## src/rtl/irqc_pkg.sv

```systemverilog
package irqc_pkg;

    // Claim behaviour selected by the mode input.
    typedef enum logic {
        CLAIM_STD      = 1'b0,
        CLAIM_AUTOMASK = 1'b1
    } claim_mode_e;

    // Per-source gateway state.
    typedef struct packed {
        logic pend;
        logic insvc;
    } gw_state_t;

    // Bits needed to hold identifiers 0..n.
    function automatic int id_bits(input int n);
        return $clog2(n + 1);
    endfunction

endpackage

```

## src/rtl/irqc_gateway.sv

```systemverilog
module irqc_gateway
    import irqc_pkg::*;
(
    input  logic      clk,
    input  logic      rst,
    input  logic      level,
    input  logic      claim_hit,
    input  logic      cmpl_ok,
    output gw_state_t st_q,
    output logic      claimable
);

    // A completion accepted this cycle lets a still-high level be claimed
    // at once; otherwise only the stored pending bit counts.
    assign claimable = st_q.pend | (cmpl_ok & level);

    always_ff @(posedge clk) begin
        if (rst) begin
            st_q <= '0;
        end else if (claim_hit) begin
            st_q.pend  <= 1'b0;
            st_q.insvc <= 1'b1;
        end else begin
            if (cmpl_ok) begin
                st_q.insvc <= 1'b0;
            end
            if (level && !st_q.insvc) begin
                st_q.pend <= 1'b1;
            end
        end
    end

endmodule

```

## src/rtl/irqc_cfg.sv

```systemverilog
module irqc_cfg
    import irqc_pkg::*;
#(
    parameter int NUM_SRC = 8,
    parameter int PRIO_W  = 3,
    parameter int ID_W    = 4
) (
    input  logic                        clk,
    input  logic                        rst,
    input  logic                        prio_we,
    input  logic [ID_W-1:0]             prio_sel,
    input  logic [PRIO_W-1:0]           prio_wdata,
    input  logic                        en_we,
    input  logic [ID_W-1:0]             en_sel,
    input  logic                        en_wdata,
    input  logic                        thr_we,
    input  logic [PRIO_W-1:0]           thr_wdata,
    input  logic [NUM_SRC-1:0]          mask_clr,
    output logic [NUM_SRC*PRIO_W-1:0]   prio_flat,
    output logic [NUM_SRC-1:0]          en_q,
    output logic [PRIO_W-1:0]           thr_q
);

    for (genvar g = 0; g < NUM_SRC; g++) begin : g_src
        localparam logic [ID_W-1:0] MY_ID = ID_W'(g + 1);

        always_ff @(posedge clk) begin
            if (rst) begin
                prio_flat[g*PRIO_W +: PRIO_W] <= '0;
            end else if (prio_we && prio_sel == MY_ID) begin
                prio_flat[g*PRIO_W +: PRIO_W] <= prio_wdata;
            end
        end

        // Auto-mask clearing outranks a software enable write.
        always_ff @(posedge clk) begin
            if (rst) begin
                en_q[g] <= 1'b0;
            end else if (mask_clr[g]) begin
                en_q[g] <= 1'b0;
            end else if (en_we && en_sel == MY_ID) begin
                en_q[g] <= en_wdata;
            end
        end
    end

    always_ff @(posedge clk) begin
        if (rst) begin
            thr_q <= '0;
        end else if (thr_we) begin
            thr_q <= thr_wdata;
        end
    end

endmodule

```

## src/rtl/irqc_arbiter.sv

```systemverilog
module irqc_arbiter #(
    parameter int NUM_SRC = 8,
    parameter int PRIO_W  = 3,
    parameter int ID_W    = 4
) (
    input  logic [NUM_SRC-1:0]        cand,
    input  logic [NUM_SRC*PRIO_W-1:0] prio_flat,
    output logic                      found,
    output logic [ID_W-1:0]           win_idx
);

    logic [PRIO_W-1:0] best_prio;

    // Linear scan: strict compare keeps the lowest index on ties and
    // starting from zero drops priority-0 sources.
    always_comb begin
        found     = 1'b0;
        win_idx   = '0;
        best_prio = '0;
        for (int i = 0; i < NUM_SRC; i++) begin
            if (cand[i] && prio_flat[i*PRIO_W +: PRIO_W] > best_prio) begin
                found     = 1'b1;
                win_idx   = ID_W'(i);
                best_prio = prio_flat[i*PRIO_W +: PRIO_W];
            end
        end
    end

endmodule

```

## src/rtl/irq_claim_ctrl.sv

```systemverilog
module irq_claim_ctrl
    import irqc_pkg::*;
#(
    parameter int NUM_SRC = 8,
    parameter int PRIO_W  = 3,
    localparam int ID_W   = id_bits(NUM_SRC)
) (
    input  logic               clk,
    input  logic               rst,
    input  logic [NUM_SRC-1:0] src_level,
    input  logic               automask_mode,
    input  logic               prio_we,
    input  logic [ID_W-1:0]    prio_sel,
    input  logic [PRIO_W-1:0]  prio_wdata,
    input  logic               en_we,
    input  logic [ID_W-1:0]    en_sel,
    input  logic               en_wdata,
    input  logic               thr_we,
    input  logic [PRIO_W-1:0]  thr_wdata,
    input  logic               claim_rd,
    output logic [ID_W-1:0]    claim_id,
    input  logic               cmpl_we,
    input  logic [ID_W-1:0]    cmpl_id,
    output logic               irq_out
);

    claim_mode_e                mode;
    gw_state_t                  gw_st [NUM_SRC];
    logic [NUM_SRC-1:0]         pend_q, insvc_q, claimable;
    logic [NUM_SRC-1:0]         claim_hit, cmpl_ok, mask_clr;
    logic [NUM_SRC-1:0]         claim_cand, above_thr;
    logic [NUM_SRC-1:0]         en_q;
    logic [NUM_SRC*PRIO_W-1:0]  prio_flat;
    logic [PRIO_W-1:0]          thr_q;
    logic                       c_found;
    logic [ID_W-1:0]            c_idx;

    assign mode = claim_mode_e'(automask_mode);

    irqc_cfg #(
        .NUM_SRC (NUM_SRC),
        .PRIO_W  (PRIO_W),
        .ID_W    (ID_W)
    ) u_cfg (
        .clk        (clk),
        .rst        (rst),
        .prio_we    (prio_we),
        .prio_sel   (prio_sel),
        .prio_wdata (prio_wdata),
        .en_we      (en_we),
        .en_sel     (en_sel),
        .en_wdata   (en_wdata),
        .thr_we     (thr_we),
        .thr_wdata  (thr_wdata),
        .mask_clr   (mask_clr),
        .prio_flat  (prio_flat),
        .en_q       (en_q),
        .thr_q      (thr_q)
    );

    for (genvar g = 0; g < NUM_SRC; g++) begin : g_gw
        localparam logic [ID_W-1:0] MY_ID  = ID_W'(g + 1);
        localparam logic [ID_W-1:0] MY_IDX = ID_W'(g);

        // Completion takes effect only for a currently enabled source;
        // identifier 0 and out-of-range values match no source.
        assign cmpl_ok[g]   = cmpl_we && (cmpl_id == MY_ID) && en_q[g];
        assign claim_hit[g] = claim_rd && c_found && (c_idx == MY_IDX);
        assign mask_clr[g]  = (mode == CLAIM_AUTOMASK) && claim_hit[g];

        irqc_gateway u_gw (
            .clk       (clk),
            .rst       (rst),
            .level     (src_level[g]),
            .claim_hit (claim_hit[g]),
            .cmpl_ok   (cmpl_ok[g]),
            .st_q      (gw_st[g]),
            .claimable (claimable[g])
        );

        assign pend_q[g]  = gw_st[g].pend;
        assign insvc_q[g] = gw_st[g].insvc;

        assign above_thr[g] = pend_q[g] && en_q[g] && !insvc_q[g]
                              && (prio_flat[g*PRIO_W +: PRIO_W] > thr_q);
    end

    assign claim_cand = claimable & en_q;

    irqc_arbiter #(
        .NUM_SRC (NUM_SRC),
        .PRIO_W  (PRIO_W),
        .ID_W    (ID_W)
    ) u_claim_arb (
        .cand      (claim_cand),
        .prio_flat (prio_flat),
        .found     (c_found),
        .win_idx   (c_idx)
    );

    assign claim_id = (claim_rd && c_found) ? c_idx + ID_W'(1) : '0;
    assign irq_out  = |above_thr;

endmodule

```

## config.mk

```make
export PLATFORM = sky130hd
export DESIGN_NAME = irq_claim_ctrl
export DESIGN_NICKNAME = d
export VERILOG_FILES = /design/src/rtl/irqc_pkg.sv /design/src/rtl/irqc_gateway.sv /design/src/rtl/irqc_cfg.sv /design/src/rtl/irqc_arbiter.sv /design/src/rtl/irq_claim_ctrl.sv
export SDC_FILE = /design/constraint.sdc
export NUM_CORES = 1
export LEC_CHECK = 0
export CAP_MARGIN = 15
export CORE_MARGIN = 2
export CORE_UTILIZATION = 30
export DETAILED_ROUTE_END_ITERATION = 8
export PLACE_DENSITY_LB_ADDON = 0.08
export SLEW_MARGIN = 15
export SYNTH_ARGS = -nofsm -noshare
export SYNTH_HDL_FRONTEND = slang
export SYNTH_SLANG_ARGS = --single-unit
export TNS_END_PERCENT = 1
```

## constraint.sdc

```tcl
create_clock -name clk -period 17.3 [get_ports clk]
set_input_delay 3.46 -clock clk [delete_from_list [all_inputs] [get_ports clk]]
set_output_delay 3.46 -clock clk [all_outputs]
set_load 0.005 [all_outputs]
```

=== Word-level counts from Yosys, hierarchy flattened ===
Index checks and enable logic that the tools add are counted.

* Add/subtract/negate cells: 1
* Reduce and logical (&&, ||, !) cells: 123
* Equal/unequal tests: 31
* Bitwise gates (word level): 17
* Multiplexer cells: 39
* Order comparisons: 16

{| class="wikitable"
|+ Operators with widths
! operator !! number
|-
| $logic_and 1x1->1 || 89
|-
| $eq 4x3->1 const B || 16
|-
| $gt 3x3->1 || 15
|-
| $mux 3 || 11
|-
| $eq 4x2->1 const B || 8
|-
| $reduce_or 2->1 || 16
|-
| $mux 1 || 25
|-
| $eq 4x1->1 const B || 4
|-
| $reduce_bool 2->1 || 8
|-
| $eq 4x4->1 const B || 3
|-
| $and 1x1->1 || 8
|-
| $and 8x8->8 || 1
|-
| $logic_not 1->1 || 8
|-
| $or 1x1->1 || 8
|-
| $reduce_or 8->1 || 1
|-
| $add 4x1->4 const B || 1
|-
| $logic_not 4->1 || 1
|-
| $mux 2 || 2
|-
| $mux 4 || 1
|-
| $gt 3x1->1 const B || 1
|}

* Register bits after elaboration: 51
* Word-level logic and storage cells: 260

=== Longest topological paths before layout ===
* Word-level depth: 33
* Depth in mapped cells: 62
* Mapped depth without buffers: 60

=== Hierarchy ===
From an unflattened synthesis, not the netlist that was laid out.

* Cell total of the unflattened synthesis: 485
* Area, all modules: 4040.1 µm²

{| class="wikitable"
|+ Modules (own cells, without submodules)
! module !! sequential area each (µm²) !! cells an instance !! times used !! area each (µm²)
|-
| irqc_cfg || 700.7 || 149 || 1 || 1490.2
|-
| irq_claim_ctrl || 0.0 || 143 || 1 || 1019.7
|-
| irqc_arbiter || 0.0 || 121 || 1 || 849.6
|-
| irqc_gateway || 40.0 || 9 || 8 || 85.1
|}

=== Least setup slack after synthesis ===
No wires, ideal clock.

* Path type: input-to-output
* From: input cmpl_id[0]
* To: output claim_id[2]
* Arrival time: 13929 ps
* Path buffers: 2
* Setup slack: -89 ps
* Stages on the path: 56
* Data required time: 13840 ps
* Path through: buf_4 -> nand4bb_4 -> o21ai_2 -> and2_1 -> inv_1 -> ha_1 -> nand3_1 -> o21ai_0 -> a211oi_2 -> buf_6 -> mux2_2 -> ha_1 -> nand2_1 -> or4_1 -> o311ai_4 -> or2_1 -> mux2_2 -> ha_1 -> [20 not listed] -> o31a_2 -> o21ai_1 -> o21ai_0 -> ha_1 -> nand3_1 -> nand2_1 -> nor3_1 -> mux2_2 -> ha_1 -> o21a_1 -> o21ai_0 -> a21oi_1 -> nor2_1 -> o21a_1 -> inv_1 -> ha_1 -> ha_1 -> and3_1

* Word-level cells in the longest chain between the ends: 31
* Elaborated cells on any way between the ends: 81
* Classes of those cells: add/sub (1); order compare (7); eq/ne (8); mux (23); bitwise (17); reduce/logical (25)

{| class="wikitable"
|+ Ends and longest elaborated chain
! what !! RTL line !! text
|-
| from (decl) || irq_claim_ctrl.sv:23 || <nowiki>input logic [ID_W-1:0] cmpl_id,</nowiki>
|-
| $eq 4x1->1 || irq_claim_ctrl.sv:67 || <nowiki>assign cmpl_ok[g] = cmpl_we && (cmpl_id == MY_ID) && en_q[g];</nowiki>
|-
| $logic_and 1x1->1 (2 in a row) || irq_claim_ctrl.sv:67 ||
|-
| $and 1x1->1 || irqc_gateway.sv:15 || <nowiki>assign claimable = st_q.pend | (cmpl_ok & level);</nowiki>
|-
| $or 1x1->1 || irqc_gateway.sv:15 ||
|-
| $and 8x8->8 (*) || irq_claim_ctrl.sv:88 || <nowiki>assign claim_cand = claimable & en_q;</nowiki>
|-
| $logic_and 1x1->1 || irqc_arbiter.sv:21 || <nowiki>if (cand[i] && prio_flat[i*PRIO_W +: PRIO_W] > best_prio) begin</nowiki>
|-
| $mux 3 || irqc_arbiter.sv:21 ||
|-
| $gt 3x3->1 || irqc_arbiter.sv:21 ||
|-
| [14 not listed] || -- ||
|-
| $gt 3x3->1 || irqc_arbiter.sv:21 ||
|-
| $logic_and 1x1->1 || irqc_arbiter.sv:21 ||
|-
| $mux 3 || irqc_arbiter.sv:21 ||
|-
| $gt 3x3->1 || irqc_arbiter.sv:21 ||
|-
| $logic_and 1x1->1 || irqc_arbiter.sv:21 ||
|-
| $mux 3 or $mux 1 (tied branches) || irqc_arbiter.sv:21 ||
|-
| $add 4x1->4 or $logic_and 1x1->1 (tied branches) || irq_claim_ctrl.sv:101 || <nowiki>assign claim_id = (claim_rd && c_found) ? c_idx + ID_W'(1) : '0;</nowiki>
|-
| $mux 4 (*) || irq_claim_ctrl.sv:101 ||
|-
| to (decl) || irq_claim_ctrl.sv:21 || <nowiki>output logic [ID_W-1:0] claim_id,</nowiki>
|}

Every way passes the cells marked *; elsewhere a longest branch is shown, timed or not.

=== Final worst setup path ===
* From: input cmpl_id[1]
* To: output claim_id[0]

The elaborated chain is that of the path after synthesis.

==> implementation parameters <==
Parameter                              Value

Status
  Status    completed

Hold path
  Tightest Hold Check Type    reg -> reg
  Hold path start    u_cfg.prio_flat[15]

Yosys
  Synthesized area per cell    8.68 um2
  Synthesized flop and latch total    51
  Post-Synth Adder-Cell Area    14.3%
  Xor and xnor fraction of the mapped netlist area    0%
  Prevailing post-synth register cell    sky130_fd_sc_hd__dfxtp_1
  Number of synthesized flops with an enable pin    0
  Share of synthesized area occupied by flip-flops and latches    25.0%
  FFs w/ async S/R, synth    0%
  Share of cell area taken by muxes after synthesis    10.2%
  Synthesized instance count    471
  Synthesized Nets    550
  Fraction of the mapped netlist area in compound gates    22.4%
  Largest family of logic cells by synthesized area    simple AND/OR/NAND/NOR gates
  Post-synthesis instance area    4090 um2
  Library cells used by synthesis    78
  Number of warnings printed during yosys synthesis    0
  Simple-gate share of the synthesized area    23.6%

Clocking
  Worst-case clock buffer depth    2
  CTS tree    yes
  CTS Buf Count    5
  Clock Root Buffer    sky130_fd_sc_hd__clkbuf_16
  H-Tree Depth    2
  Clock-pin slew reported for the worst setup and hold paths after clock tree synthesis    0.06 ns
  Num Clock Sinks    51
  Clock insertion delay at the later pin of the skew report    0.30 ns

Cells and area
  Filler cell count    1338
  Final antenna diode count    0
  Number of nets in the final layout    642
  Number of standard cells in the final layout excluding fillers    740
  Utilization after layout    41.1%
  Synthesis-to-finish area growth    33.5%
  Layout cells sized above 1    27.5%

Setup path
  Worst reg2reg path startpoint    u_cfg.en_q[0]
  Maximum net fanout on the critical path    5
  Worst setup startpoint    cmpl_id[1]
  Capturing element type of the critical path    output port
  Highest-delay cell along the critical path    sky130_fd_sc_hd__or4_4
  Most numerous cell on the critical path    sky130_fd_sc_hd__ha_4
  Maximum single-stage delay on the critical path    0.49 ns
  Startpoint types    input port
  Type of the worst setup path    in -> out
  Arrival time of the worst setup path    13.35 ns
  Worst endpoint required time    13.84 ns

Global routing
  GRT Resource Usage Total    17.6%
  Global-route wire length before repair    19.9 mm
  Initial antenna violation count    0
  GR Overflow Total    0
  Pin count of the biggest net entering global routing    44
  Via count of the first global-routing pass    3774

STA
  Worst Setup Slack, final    0.493 ns
  Worst-margin pin slew    1.04 ns
  Endpoints failing setup    0
  Final Hold Vio Count    0
  Final clock period utilization by the worst path    97.2%
  Max-slew violation count    0
  WHS    0.495 ns
  Fin crit period    16.81 ns
  Clock tree skew after final layout    0.00719 ns
  Worst slew margin    30.3%
  Max Fclk    59.5 MHz

Drt
  TritonRoute pass-1 iters    4
  Final antenna-violating net count    0
  Sum of routed wire length over all layers    12.4 mm
  Number of DRC violations after detailed routing    0
  First-iteration detailed-routing DRC count    198
  Wire length the detailed router placed on met1    6.09 mm
  Met3 wire len    398 um
  Uppermost layer routed    met4
  Vias per cell    5.11
  Wirelength per Cell    16.7 um
  Routed met2 length    5.74 mm
  Routed vias    3782

Placed design
  Setup WS pre-CTS    -0.997 ns
  Final HPWL DP    9.67 mm
  Number of cells in the design after placement    706
  Final weighted congestion of routability-driven global placement    0.799
  Number of buffers inserted by port buffering    39

Floorplanning
  Starting Density    30.7%
  FP Rows    42
  Die H    121 um
  Die Wd    121 um
  Total die area    14600 um2
  Placeable core area    13300 um2
  Number of ports placed on the die boundary    40

Pwr
  Total power consumption of the routed design    267 uW
  Leakage power of the design    2.12 nW
  Pwr per Cell Area    49.0 nW/um2
  Worst vdd ir    0.0370 mV

Flow run
  Count of max-cap constraint violations    0
-- flip-flops by register name (all words and copies together) (netlist names) --
| signal | flops |
|---|---|
| u_cfg.prio_flat | 24 |
| g_gw.u_gw.st_q | 16 |
| u_cfg.en_q | 8 |
| u_cfg.thr_q | 3 |
-- synthesized netlist by cell type (11+ instances only) --
master / count / area [um2]
sky130_fd_sc_hd__o21ai_0: 26 / 130
sky130_fd_sc_hd__o21a_1: 13 / 97.6
sky130_fd_sc_hd__a311oi_1: 11 / 96.3
sky130_fd_sc_hd__mux2i_1: 37 / 370
sky130_fd_sc_hd__ha_1: 44 / 551
sky130_fd_sc_hd__dfxtp_1: 51 / 1020
sky130_fd_sc_hd__a21oi_1: 16 / 80.1
sky130_fd_sc_hd__nand2_1: 32 / 120
sky130_fd_sc_hd__clkbuf_1: 11 / 41.3
sky130_fd_sc_hd__nor2_1: 49 / 184
sky130_fd_sc_hd__inv_1: 24 / 90.1
sky130_fd_sc_hd__nor2b_1: 17 / 106
sky130_fd_sc_hd__nand3_1: 12 / 60.1
-- worst max-delay path, delay by kind of cell --
kind | cells | cell delay, ns
simple gates | 17 | 2.34
fa+ha+maj | 10 | 2.86
buf+inv | 8 | 0.93
compound gates | 16 | 2.16
mux | 5 | 1.58
-- per-stage QoR --
step | area [um2] | setup TNS (ns)
floorplan | 4090 | 0
global placement | 4890 | -1.82
detailed placement | 4890 | -2.92
CTS | 5350 | 0
global route | 5460 | -0.00139
finish | 5460 | 0
-- power breakdown --
group	leakage (nW)	internal (mW)	switching (mW)
registers	0.415	0.120	0.00278
logic	1.63	0.0190	0.0187
clock network	0.0772	0.0617	0.0450
total	2.12	0.201	0.0665
-- layout by cell type, fill, tap and decap left out, types with 6 or more instances in the layout --
master                            instances
sky130_fd_sc_hd__nor2_1                  45
sky130_fd_sc_hd__dfxtp_1                 51
sky130_fd_sc_hd__mux2i_1                 36
sky130_fd_sc_hd__nand2_1                 29
sky130_fd_sc_hd__clkbuf_2                 7
sky130_fd_sc_hd__a311oi_1                11
sky130_fd_sc_hd__nor3b_1                  8
sky130_fd_sc_hd__and3_1                   6
sky130_fd_sc_hd__a21oi_1                 13
sky130_fd_sc_hd__inv_1                   23
sky130_fd_sc_hd__ha_4                     8
sky130_fd_sc_hd__nor2b_1                 16
sky130_fd_sc_hd__ha_1                    34
sky130_fd_sc_hd__o21ai_1                  6
sky130_fd_sc_hd__o22ai_1                  6
sky130_fd_sc_hd__buf_4                   62
sky130_fd_sc_hd__clkdlybuf4s50_1         30
sky130_fd_sc_hd__o21ai_0                 19
sky130_fd_sc_hd__nand3b_1                 7
sky130_fd_sc_hd__nand3_1                 10
sky130_fd_sc_hd__o21a_1                  13
-- final cells by class --
cell class / instances / area [um2] / share of cell area, %
Timing Repair Buffer: 103 / 842 / 15.4
Clock buffer: 8 / 156 / 2.87
Inverter: 24 / 92.6 / 1.70
Sequential cell: 51 / 1020 / 18.7
Multi-Input combinational cell: 378 / 3130 / 57.3
Tap cell: 176 / 220 / 4.03
-- kinds of logic (layout without fill, tap and decap cells) --
group           count (synthesis)  in the layout
simple gates                  174            174
compound gates                116            116
buf+inv                        42            135
fa+ha+maj                      47             47
flops                          51             51
mux                            41             41
-- routing by layer --
metal,GRT usage (%),up-vias
met1,24.3,1809
met4,5.01,0
met2,28.6,48
li1,-,1915
met3,2.26,10
met5,0,-
-- repair_timing --
| action | in CTS | in global routing |
|---|---|---|
| setup endpoints to repair | 4 | 4 |
| pin swaps | 28 | 35 |
| buffers inserted | 19 | 7 |
| resized for setup | 49 | 34 |
| hold buffers | 0 | 0 |
-- final timing paths --
check	to	slack [ns]	cells after the start
setup / recovery	claim_id[0]	0.49	56
hold / removal	u_cfg.prio_flat[15]	0.49	2
setup reg to reg	g_gw[3].u_gw.st_q[0]	6.71	56
hold reg to reg	u_cfg.prio_flat[15]	0.49	2
No activity file was read; power rests on OpenSTA's default activity.
